===== config.mk =====
export PLATFORM = sky130hd
export DESIGN_NAME = oeg_operand_ea
export DESIGN_NICKNAME = d
export VERILOG_FILES = /design/src/rtl/oeg_pkg.sv /design/src/rtl/oeg_step_calc.sv /design/src/rtl/oeg_addr_adder.sv /design/src/rtl/oeg_rec_fmt.sv /design/src/rtl/oeg_operand_ea.sv
export SDC_FILE = /design/constraint.sdc
export NUM_CORES = 1
export LEC_CHECK = 0
export BUFFER_PORTS_ARGS = -buffer_cell sky130_fd_sc_hd__clkbuf_2
export CORE_MARGIN = 2
export CORE_UTILIZATION = 35
export DETAILED_ROUTE_END_ITERATION = 7
export GPL_TIMING_DRIVEN = 0
export PLACE_DENSITY = 0.54
export SLEW_MARGIN = 25
export SYNTH_ARGS = -nofsm -noshare
export SYNTH_HDL_FRONTEND = slang
export SYNTH_SLANG_ARGS = --single-unit

===== constraint.sdc =====
create_clock -name clk -period 4.7 [get_ports clk]
set_input_delay 0.94 -clock clk [delete_from_list [all_inputs] [get_ports clk]]
set_output_delay 0.94 -clock clk [all_outputs]
set_load 0.1 [all_outputs]

===== src/rtl/oeg_pkg.sv =====
package oeg_pkg;

   localparam int unsigned REG_IDX_W = 3;
   localparam int unsigned SPEC_W    = 6;

   localparam logic [REG_IDX_W-1:0] REG_SP = 3'd6;
   localparam logic [REG_IDX_W-1:0] REG_PC = 3'd7;

   localparam logic SPACE_I = 1'b0;
   localparam logic SPACE_D = 1'b1;

   typedef enum logic [2:0] {
      AM_REG    = 3'd0,
      AM_DEF    = 3'd1,
      AM_INC    = 3'd2,
      AM_INCDEF = 3'd3,
      AM_DEC    = 3'd4,
      AM_DECDEF = 3'd5,
      AM_IDX    = 3'd6,
      AM_IDXDEF = 3'd7
   } addr_mode_e;

   typedef enum logic [2:0] {
      ST_IDLE = 3'd0,
      ST_CALC = 3'd1,
      ST_IDX  = 3'd2,
      ST_PTR  = 3'd3,
      ST_DONE = 3'd4
   } oeg_state_e;

endpackage


===== src/rtl/oeg_step_calc.sv =====
module oeg_step_calc
   import oeg_pkg::*;
#(
   parameter int unsigned STEP_W = 5
) (
   input  logic [2:0]           mode_bits,
   input  logic [REG_IDX_W-1:0] regn,
   input  logic                 byte_op,
   output logic [STEP_W-1:0]    step
);

   logic two;

   // deferred modes (odd mode numbers) and SP/PC always step a full word
   assign two  = mode_bits[0] || (regn == REG_SP) || (regn == REG_PC) || !byte_op;
   assign step = two ? STEP_W'(2) : STEP_W'(1);

endmodule


===== src/rtl/oeg_addr_adder.sv =====
module oeg_addr_adder #(
   parameter int unsigned W = 16
) (
   input  logic [W-1:0] a,
   input  logic [W-1:0] b,
   input  logic         sub,
   output logic [W-1:0] y
);

   assign y = sub ? (a - b) : (a + b);

endmodule


===== src/rtl/oeg_rec_fmt.sv =====
module oeg_rec_fmt
   import oeg_pkg::*;
#(
   parameter int unsigned STEP_W = 5,
   localparam int unsigned REC_W = STEP_W + REG_IDX_W
) (
   input  logic [STEP_W-1:0]    step,
   input  logic                 dec,
   input  logic [REG_IDX_W-1:0] regn,
   output logic [REC_W-1:0]     rec
);

   logic [STEP_W-1:0] signed_step;

   assign signed_step = dec ? (~step + STEP_W'(1)) : step;
   assign rec         = {signed_step, regn};

endmodule


===== src/rtl/oeg_operand_ea.sv =====
module oeg_operand_ea
   import oeg_pkg::*;
#(
   parameter int unsigned DATA_W    = 16,
   parameter int unsigned STEP_W    = 5,
   parameter bit          ODD_CHECK = 1'b1,
   localparam int unsigned REC_W    = STEP_W + REG_IDX_W
) (
   input  logic                 clk,
   input  logic                 rst_n,
   input  logic                 start,
   input  logic [SPEC_W-1:0]    spec,
   input  logic                 byte_op,
   input  logic                 addr_only,
   input  logic                 reuse,
   output logic [REG_IDX_W-1:0] rf_rd_idx,
   input  logic [DATA_W-1:0]    rf_rd_data,
   input  logic [DATA_W-1:0]    rf_pc,
   output logic                 rf_we,
   output logic [REG_IDX_W-1:0] rf_wr_idx,
   output logic [DATA_W-1:0]    rf_wr_data,
   output logic                 mem_req,
   output logic [DATA_W-1:0]    mem_addr,
   output logic                 mem_space,
   input  logic [DATA_W-1:0]    mem_rdata,
   input  logic                 mem_ready,
   output logic                 done,
   output logic                 is_reg,
   output logic [REG_IDX_W-1:0] reg_idx,
   output logic [DATA_W-1:0]    ea,
   output logic                 ea_space,
   output logic                 rec_we,
   output logic [REC_W-1:0]     rec_data,
   output logic                 err_addr,
   output logic                 err_rsvd
);

   initial begin : p_param_chk
      assert (DATA_W >= 8 && (DATA_W % 2) == 0)
         else $error("DATA_W must be even and at least 8");
      assert (STEP_W >= 3)
         else $error("STEP_W must hold a signed step of 2");
   end

   // ------------------------------------------------------------------
   // State
   // ------------------------------------------------------------------
   oeg_state_e           state_q, state_d;
   addr_mode_e           mode_q, mode_d;
   logic [2:0]           mode_bits;
   logic [REG_IDX_W-1:0] reg_q, reg_d;
   logic                 byte_q, byte_d;
   logic                 aonly_q, aonly_d;
   logic [DATA_W-1:0]    base_q, base_d;
   logic [DATA_W-1:0]    faddr_q, faddr_d;
   logic                 fspace_q, fspace_d;
   logic [DATA_W-1:0]    ea_q, ea_d;
   logic                 space_q, space_d;
   logic                 is_reg_q, is_reg_d;
   logic                 err_addr_q, err_addr_d;
   logic                 err_rsvd_q, err_rsvd_d;

   assign mode_bits = mode_q;

   // ------------------------------------------------------------------
   // Datapath helpers
   // ------------------------------------------------------------------
   logic [STEP_W-1:0] step_mag;
   logic [DATA_W-1:0] step_ext;
   logic [DATA_W-1:0] step_res;
   logic [DATA_W-1:0] pc_plus2;
   logic [DATA_W-1:0] idx_sum;
   logic              is_pc;

   assign is_pc    = (reg_q == REG_PC);
   assign step_ext = DATA_W'(step_mag);

   oeg_step_calc #(.STEP_W(STEP_W)) u_step (
      .mode_bits (mode_bits),
      .regn      (reg_q),
      .byte_op   (byte_q),
      .step      (step_mag)
   );

   oeg_addr_adder #(.W(DATA_W)) u_autostep (
      .a   (rf_rd_data),
      .b   (step_ext),
      .sub (mode_bits[2]),
      .y   (step_res)
   );

   oeg_addr_adder #(.W(DATA_W)) u_pcinc (
      .a   (rf_pc),
      .b   (DATA_W'(2)),
      .sub (1'b0),
      .y   (pc_plus2)
   );

   oeg_addr_adder #(.W(DATA_W)) u_index (
      .a   (base_q),
      .b   (mem_rdata),
      .sub (1'b0),
      .y   (idx_sum)
   );

   oeg_rec_fmt #(.STEP_W(STEP_W)) u_rec (
      .step (step_mag),
      .dec  (mode_bits[2]),
      .regn (reg_q),
      .rec  (rec_data)
   );

   // ------------------------------------------------------------------
   // Odd-address detection (optional variant)
   // ------------------------------------------------------------------
   logic odd_reg, odd_pc, odd_sum, odd_ea;

   generate
      if (ODD_CHECK) begin : g_odd
         assign odd_reg = rf_rd_data[0];
         assign odd_pc  = rf_pc[0];
         assign odd_sum = idx_sum[0];
         assign odd_ea  = ea_q[0];
      end else begin : g_no_odd
         assign odd_reg = 1'b0;
         assign odd_pc  = 1'b0;
         assign odd_sum = 1'b0;
         assign odd_ea  = 1'b0;
      end
   endgenerate

   // ------------------------------------------------------------------
   // Sequencer
   // ------------------------------------------------------------------
   always_comb begin
      state_d    = state_q;
      mode_d     = mode_q;
      reg_d      = reg_q;
      byte_d     = byte_q;
      aonly_d    = aonly_q;
      base_d     = base_q;
      faddr_d    = faddr_q;
      fspace_d   = fspace_q;
      ea_d       = ea_q;
      space_d    = space_q;
      is_reg_d   = is_reg_q;
      err_addr_d = err_addr_q;
      err_rsvd_d = err_rsvd_q;

      rf_we      = 1'b0;
      rf_wr_idx  = reg_q;
      rf_wr_data = step_res;
      rec_we     = 1'b0;
      mem_req    = 1'b0;

      case (state_q)
         ST_IDLE: begin
            if (start) begin
               if (reuse) begin
                  state_d = ST_DONE;
               end else begin
                  mode_d     = addr_mode_e'(spec[5:3]);
                  reg_d      = spec[2:0];
                  byte_d     = byte_op;
                  aonly_d    = addr_only;
                  is_reg_d   = 1'b0;
                  err_addr_d = 1'b0;
                  err_rsvd_d = 1'b0;
                  state_d    = ST_CALC;
               end
            end
         end

         ST_CALC: begin
            state_d = ST_DONE;
            case (mode_q)
               AM_REG: begin
                  is_reg_d   = 1'b1;
                  err_addr_d = aonly_q;
               end
               AM_DEF: begin
                  ea_d    = rf_rd_data;
                  space_d = is_pc ? SPACE_I : SPACE_D;
               end
               AM_INC: begin
                  ea_d    = rf_rd_data;
                  space_d = is_pc ? SPACE_I : SPACE_D;
                  rf_we   = 1'b1;
                  rec_we  = 1'b1;
               end
               AM_INCDEF: begin
                  if (odd_reg) begin
                     err_addr_d = 1'b1;
                  end else begin
                     rf_we    = 1'b1;
                     rec_we   = 1'b1;
                     faddr_d  = rf_rd_data;
                     fspace_d = is_pc ? SPACE_I : SPACE_D;
                     state_d  = ST_PTR;
                  end
               end
               AM_DEC: begin
                  if (is_pc) begin
                     err_rsvd_d = 1'b1;
                  end else begin
                     rf_we   = 1'b1;
                     rec_we  = 1'b1;
                     ea_d    = step_res;
                     space_d = SPACE_D;
                  end
               end
               AM_DECDEF: begin
                  if (is_pc) begin
                     err_rsvd_d = 1'b1;
                  end else if (odd_reg) begin
                     err_addr_d = 1'b1;
                  end else begin
                     rf_we    = 1'b1;
                     rec_we   = 1'b1;
                     faddr_d  = step_res;
                     fspace_d = SPACE_D;
                     state_d  = ST_PTR;
                  end
               end
               AM_IDX, AM_IDXDEF: begin
                  if (odd_pc) begin
                     err_addr_d = 1'b1;
                  end else begin
                     base_d   = is_pc ? pc_plus2 : rf_rd_data;
                     faddr_d  = rf_pc;
                     fspace_d = SPACE_I;
                     state_d  = ST_IDX;
                  end
               end
               default: state_d = ST_DONE;
            endcase
         end

         ST_IDX: begin
            mem_req = 1'b1;
            if (mem_ready) begin
               rf_we      = 1'b1;
               rf_wr_idx  = REG_PC;
               rf_wr_data = pc_plus2;
               if (mode_q == AM_IDXDEF) begin
                  if (odd_sum) begin
                     err_addr_d = 1'b1;
                     state_d    = ST_DONE;
                  end else begin
                     faddr_d  = idx_sum;
                     fspace_d = SPACE_D;
                     state_d  = ST_PTR;
                  end
               end else begin
                  ea_d    = idx_sum;
                  space_d = SPACE_D;
                  state_d = ST_DONE;
               end
            end
         end

         ST_PTR: begin
            mem_req = 1'b1;
            if (mem_ready) begin
               ea_d    = mem_rdata;
               space_d = SPACE_D;
               state_d = ST_DONE;
            end
         end

         ST_DONE: state_d = ST_IDLE;

         default: state_d = ST_IDLE;
      endcase
   end

   always_ff @(posedge clk or negedge rst_n) begin
      if (!rst_n) begin
         state_q    <= ST_IDLE;
         mode_q     <= AM_REG;
         reg_q      <= '0;
         byte_q     <= 1'b0;
         aonly_q    <= 1'b0;
         base_q     <= '0;
         faddr_q    <= '0;
         fspace_q   <= SPACE_D;
         ea_q       <= '0;
         space_q    <= SPACE_D;
         is_reg_q   <= 1'b0;
         err_addr_q <= 1'b0;
         err_rsvd_q <= 1'b0;
      end else begin
         state_q    <= state_d;
         mode_q     <= mode_d;
         reg_q      <= reg_d;
         byte_q     <= byte_d;
         aonly_q    <= aonly_d;
         base_q     <= base_d;
         faddr_q    <= faddr_d;
         fspace_q   <= fspace_d;
         ea_q       <= ea_d;
         space_q    <= space_d;
         is_reg_q   <= is_reg_d;
         err_addr_q <= err_addr_d;
         err_rsvd_q <= err_rsvd_d;
      end
   end

   // ------------------------------------------------------------------
   // Outputs
   // ------------------------------------------------------------------
   assign rf_rd_idx = reg_q;
   assign mem_addr  = faddr_q;
   assign mem_space = fspace_q;
   assign done      = (state_q == ST_DONE);
   assign is_reg    = is_reg_q;
   assign reg_idx   = reg_q;
   assign ea        = ea_q;
   assign ea_space  = space_q;
   assign err_rsvd  = done && err_rsvd_q;
   assign err_addr  = done && (err_addr_q ||
                      (odd_ea && !is_reg_q && !byte_q && !err_rsvd_q));

endmodule


After elaboration in Yosys (flattened, before gate mapping)
Index checks and enable logic that the tools add are counted.
Word-level totals
  register bits after elaboration: 64
  input bits: 61
  output and inout port bits: 74
  logic and storage cells: 156
Cells by class
  add/sub/neg operators: 5
  eq/ne operators: 33
  muxes and demuxes: 72
  bitwise logic cells: 3
  reductions and logical operators: 30
Operators by type and width (count)
  $mux 16: 15
  $pmux 16 s3: 2
  $pmux 16 s2: 2
  $mux 3: 11
  $mux 1: 28
  $eq 3x3->1 const B: 7
  $ne 2x2->1 const B: 10
  $ne 3x3->1 const B: 6
  $reduce_and 9->1: 2
  $add 16x16->16: 1
  $add 16x2->16: 1
  $add 16x2->16 const B: 1
  $sub 16x2->16: 1
  $eq 3x2->1 const B: 4
  $pmux 3 s4: 1
  $pmux 1 s2: 5
  $pmux 1 s3: 3
  $pmux 3 s3: 1
  $reduce_and 3->1: 3
  $pmux 1 s4: 2
  $reduce_or 2->1: 4
  $eq 3x1->1 const B: 2
  $logic_not 3->1: 2
  $reduce_and 6->1: 1
  other kinds (16): 28

Logic depth before layout (Yosys ltp)
  depth in word-level cells: 11
  mapped depth: 14
  mapped depth without buffers: 13

Hierarchy
Synthesis repeated with hierarchy kept, for this count alone.
Second synthesis, totals
  cell total of the unflattened synthesis: 890
  area, all modules: 7369.6 µm²
By module, submodules not included
  oeg_operand_ea: instances 1, cells each 460, area each 4220.3 µm², sequential area each 1604.0 µm²
  oeg_addr_adder at u_index ...: instances 2, cells each 136, area each 989.7 µm², sequential area each 0.0 µm²
  oeg_addr_adder at u_autostep: instances 1, cells each 132, area each 982.2 µm², sequential area each 0.0 µm²
  oeg_rec_fmt: instances 1, cells each 18, area each 133.9 µm², sequential area each 0.0 µm²
  oeg_step_calc: instances 1, cells each 8, area each 53.8 µm², sequential area each 0.0 µm²

Least setup slack after synthesis
Ideal clock, no wire load.
  path kind: register to output
  start point: register reg_q[2] (netlist: reg_idx[2])
  end point: output rf_wr_data[11]
  arrival: 7372 ps
  required time: 3760 ps
  setup slack: -3612 ps
  cell stages (with the launch flop): 12
  path buffers: 0
  path through: dfrtp_1 > a211oi_1 > nand2_1 > inv_1 > ha_1 > nor2b_1 > o2111ai_1 > a21oi_1 > a211oi_2 > o21ai_2 > a211o_1 > o21ai_0
On the way
  longest elaborated chain between the ends: 9
  elaborated cells between the ends (all ways): 11
  those cells by class: add/sub (2); eq/ne (2); mux (4); reduce/logical (3)
RTL lines
  start: declaration: RTL line oeg_operand_ea.sv:51  | logic [REG_IDX_W-1:0] reg_q, reg_d;
  start signal: assignment: RTL line oeg_operand_ea.sv:295  | reg_q <= reg_d;
  $eq 3x3->1: RTL line oeg_step_calc.sv:15  | assign two = mode_bits[0] || (regn == REG_SP) || (regn == REG_PC) || !byte_op;
  $logic_or 1x1->1: RTL line oeg_step_calc.sv:15
  $logic_or 1x1->1 (*) (2 in series): RTL line oeg_step_calc.sv:15
  $mux 2 (*): RTL line oeg_step_calc.sv:16  | assign step = two ? STEP_W'(2) : STEP_W'(1);
  $add 16x2->16 or $sub 16x2->16 (tied branches): RTL line oeg_addr_adder.sv:10  | assign y = sub ? (a - b) : (a + b);
  $mux 16 (*): RTL line oeg_addr_adder.sv:10
  $mux 16: RTL line oeg_operand_ea.sv:241  | if (mem_ready) begin
  $mux 16 (*): RTL line oeg_operand_ea.sv:156  | case (state_q)
  end: declaration: RTL line oeg_operand_ea.sv:21  | output logic [DATA_W-1:0] rf_wr_data,
Every way passes the cells marked *; elsewhere a longest branch is shown, timed or not.

Worst setup path after layout
  start point: register mode_q[0] (netlist: mode_bits[0])
  end point: output rf_wr_data[14]
On the way
  longest elaborated chain between the ends: 8
  elaborated cells between the ends (all ways): 9
  those cells by class: add/sub (2); mux (4); reduce/logical (3)
RTL lines
  start: declaration: RTL line oeg_operand_ea.sv:49  | addr_mode_e mode_q, mode_d;
  start signal: assignment: RTL line oeg_operand_ea.sv:294  | mode_q <= mode_d;
  $logic_or 1x1->1 (*) (3 in series): RTL line oeg_step_calc.sv:15
  $mux 2 (*): RTL line oeg_step_calc.sv:16
  $add 16x2->16 or $sub 16x2->16 (tied branches): RTL line oeg_addr_adder.sv:10
  $mux 16 (*): RTL line oeg_addr_adder.sv:10
  $mux 16: RTL line oeg_operand_ea.sv:241
  $mux 16 (*): RTL line oeg_operand_ea.sv:156
Marked as above.

==> reports/metrics.yaml <==
run_status:
  run_status: "complete, no violations"
synth:
  syn_area_per_cell_sq_um: 8.10
  yosysTopAreaCellShare: 0.278
  ys.flop_type: "dfrtp_1"
  syn-instance-count: 689
  synth_most_common_cell: "nand2_1"
  synth_top_area_cell: "dfrtp_1"
  synth_nets: 784
  synth_seq_cells: 64
  ys_types: 72
  yosysSeqAreaShare: 0.288
  synth_commonest_cells: "nand2_1 (74), nor2_1 (70), a21oi_1 (66)"
  synth-async-reset-ratio: 1.00
  syn-cell-area_sq_mm: 0.00558
  synth_edf_count: 0
  ys_top_cells_by_area: "dfrtp_1 (28%), ha_1 (7.2%), a21oi_1 (5.9%)"
  yosys_warnings: 0
clock_network:
  cts.sinks: 64
  clk_latency_ns: 0.35
  cts_buffers: 9
  clock_path_buffers: 2
  root_buffer: "clkbuf_16"
  clk_pin_slew_ns: 0.06
  ctsHtreeMaxLevel: 3
  cts_hold_buffers: 0
  cts_tree: "yes"
global_route:
  grt_pass1_vias: 5702
  grtUsageMet2: 0.399
  grt_max_degree: 50
  met1_usage: 0.365
  grt_use_total: 0.258
  grt_overflow: 0
  grtUsageMet3: 0.0451
  antenna_found_initial: 0
  grt.busiest_layer: "met2"
  grt_pass1_wl_um: 32500
timing:
  drv_slew: 0
  max_clock_freq_ghz: 0.225
  min_period_over_period: 0.947
  finClkSkew_ns: 0.0103
  worst_slack_ns: 0.247
  tightestPinTransition_ns: 0.889
  finalHoldViolCount: 0
  setup_viol: 0
  whs_ns: 0.480
  min_period_ns: 4.45
  slew_headroom: 0.406
  rsz0062_at_grt: "no"
layout:
  final_area_sq_mm: 0.00711
  final_layout_size_suffix_gt1_frac: 0.277
  register_area_sq_mm: 0.00161
  multi_input_area_sq_mm: 0.00389
  num-nets-final: 929
  area_delta_synth_final_pct: 27.5
  fin_util: 0.453
  n_fill_cell: 1596
  num_antenna_cells: 0
setup_path:
  r2r_slack_ns: 1.22
  r2r_end: "ea[12]$_DFFE_PN0P_"
  crit_start: "mode_bits[0]$_DFFE_PN0P_"
  start_kind: "flip-flop"
  crit_type: "reg -> out"
  end_kind: "output port"
  crit_buf_inv: 2
  crit_slowest_cell: "a311oi_2"
  worstPathCellList: "buf_2 > a211oi_4 > nand2_1 > fa_1 > nor2b_1 > o2111a_1 > o21ai_2 > a21o_2 > a311oi_2 > a21oi_4 > clkbuf_4"
  r2r-start: "mode_bits[0]$_DFFE_PN0P_"
  arrival_ns: 3.51
  rr_worst_depth: 12
  crit_family: "compound AO/OA/AOI/OAI gates"
  cp.required_ns: 3.76
  max_stage_delay_ns: 0.53
  worstPathMaxFanout: 19
place:
  post-place-ws_ns: -0.284
  dpl.hpwl_um: 17400
  gp_congestion: 0.961
  dpl-instance-area_sq_mm: 0.00674
  place.port_buffers: 134
drt:
  routed_wirelength_um: 21600
  drtAntennaViolNets: 0
  initialDrtViolationCount: 676
  wl_per_cell_um: 20.5
  route.detailed.drc: 0
  avgViaCountPerCell: 5.58
  vias: 5885
  dr.pass1.iters: 6
hold_path:
  hold_path_class: "reg -> reg"
  min_to: "mem_addr[4]$_DFFE_PN0P_"
  worstHoldStart: "mem_addr[4]$_DFFE_PN0P_"
  hold_depth: 2
floorplanning:
  die_y_um: 130
  dieArea_sq_mm: 0.0170
  io_pins: 135
  start_util: 0.355
  die_x_um: 130
  rows: 46
  fp.coreArea_sq_mm: 0.0157
flow_run:
  maxCapViolations: 0
==> per-layer routing <==
layer	share of wire	routed length [um]	vias to the layer above
met3	0.072	1550	26
met4	0.019	420	0
met5	0	0	-
met2	0.45	9630	245
li1	-	-	2809
met1	0.46	10000	2805
==> layout make-up <==
| class | count | area share |
|---|---|---|
| Buffer | 41 | 0.0304 |
| Clock buffer | 12 | 0.0361 |
| Clock inverter | 3 | 0.00915 |
| Inverter | 16 | 0.00844 |
| Multi-Input combinational cell | 566 | 0.548 |
| Sequential cell | 64 | 0.227 |
| Tap cell | 216 | 0.0380 |
| Timing Repair Buffer | 136 | 0.103 |
==> worst reg2reg max path: stages, from the launching register on <==
cell      delay [ns]
dfrtp_1         0.35
buf_2           0.24
a211oi_4        0.33
nand2_1         0.14
fa_1            0.44
nor2b_1         0.19
o2111a_1        0.26
o21ai_2         0.09
a21o_2          0.23
xnor2_2         0.18
a222oi_1        0.48
o21ai_0         0.17
mux2_2          0.28
==> layout by cell type, fill, tap and decap left out, types with 6 or more instances in the layout <==
cell	Yosys	routed
a21o_1	10	10
a21oi_1	66	62
a22oi_1	9	9
a31oi_1	9	9
and3_1	8	8
buf_2	8	8
buf_4	14	16
clkbuf_1	20	19
clkbuf_16	0	9
clkbuf_2	0	127
dfrtp_1	62	59
ha_1	32	32
inv_1	15	15
mux2_2	10	10
mux2i_1	23	15
mux2i_4	0	6
nand2_1	74	74
nand2b_1	9	9
nand3_1	17	17
nor2_1	70	69
nor3_1	9	8
o211ai_1	8	8
o21ai_0	60	57
or2_2	6	6
or3_1	6	6
xnor2_1	18	17
xor2_1	19	18
==> worst max path at each step <==
| stage | to | slack (ns) | cells past startpoint |
|---|---|---|---|
| after floorplan | rf_wr_data[8] | -0.13 | 9 |
| after global placement | rf_wr_data[14] | -0.26 | 11 |
| after detailed placement | rf_wr_data[14] | -0.28 | 11 |
| after CTS | rf_wr_data[8] | 0.0005 | 12 |
| after global routing | rf_wr_data[15] | 0.07 | 14 |
| final | rf_wr_data[14] | 0.25 | 11 |
==> repair_timing <==
| item | CTS | global route |
|---|---|---|
| cloned | 0 | 0 |
| resized for setup | 13 | 1 |
| pin swaps | 0 | 1 |
| buffers inserted | 0 | 1 |
| endpoints found under the setup margin | 10 | 8 |
==> per-stage QoR <==
stage | TNS [ns] | instances
6_report | 0 | 1054
5_1_grt | 0 | 1054
4_1_cts | 0 | 1054
3_5_place_dp | -0.686 | 1040
3_3_place_gp | -0.585 | 1039
2_1_floorplan | -0.527 | 689
==> cells by family (layout without fill, tap and decap cells) <==
group	count (synthesis)	after routing	synth area share
AOI/OAI and AO/OA	230	230	0.266
and+or+nand+nor	230	230	0.193
DFF	64	64	0.288
buffers and inverters	59	208	0.0509
xor gates and xnor gates	37	37	0.0581
muxes	35	35	0.0655
adders and majority gates	34	34	0.0789
Power is not shown: default switching activity piles up to over one toggle a cycle in this logic, so the estimate is an artifact.
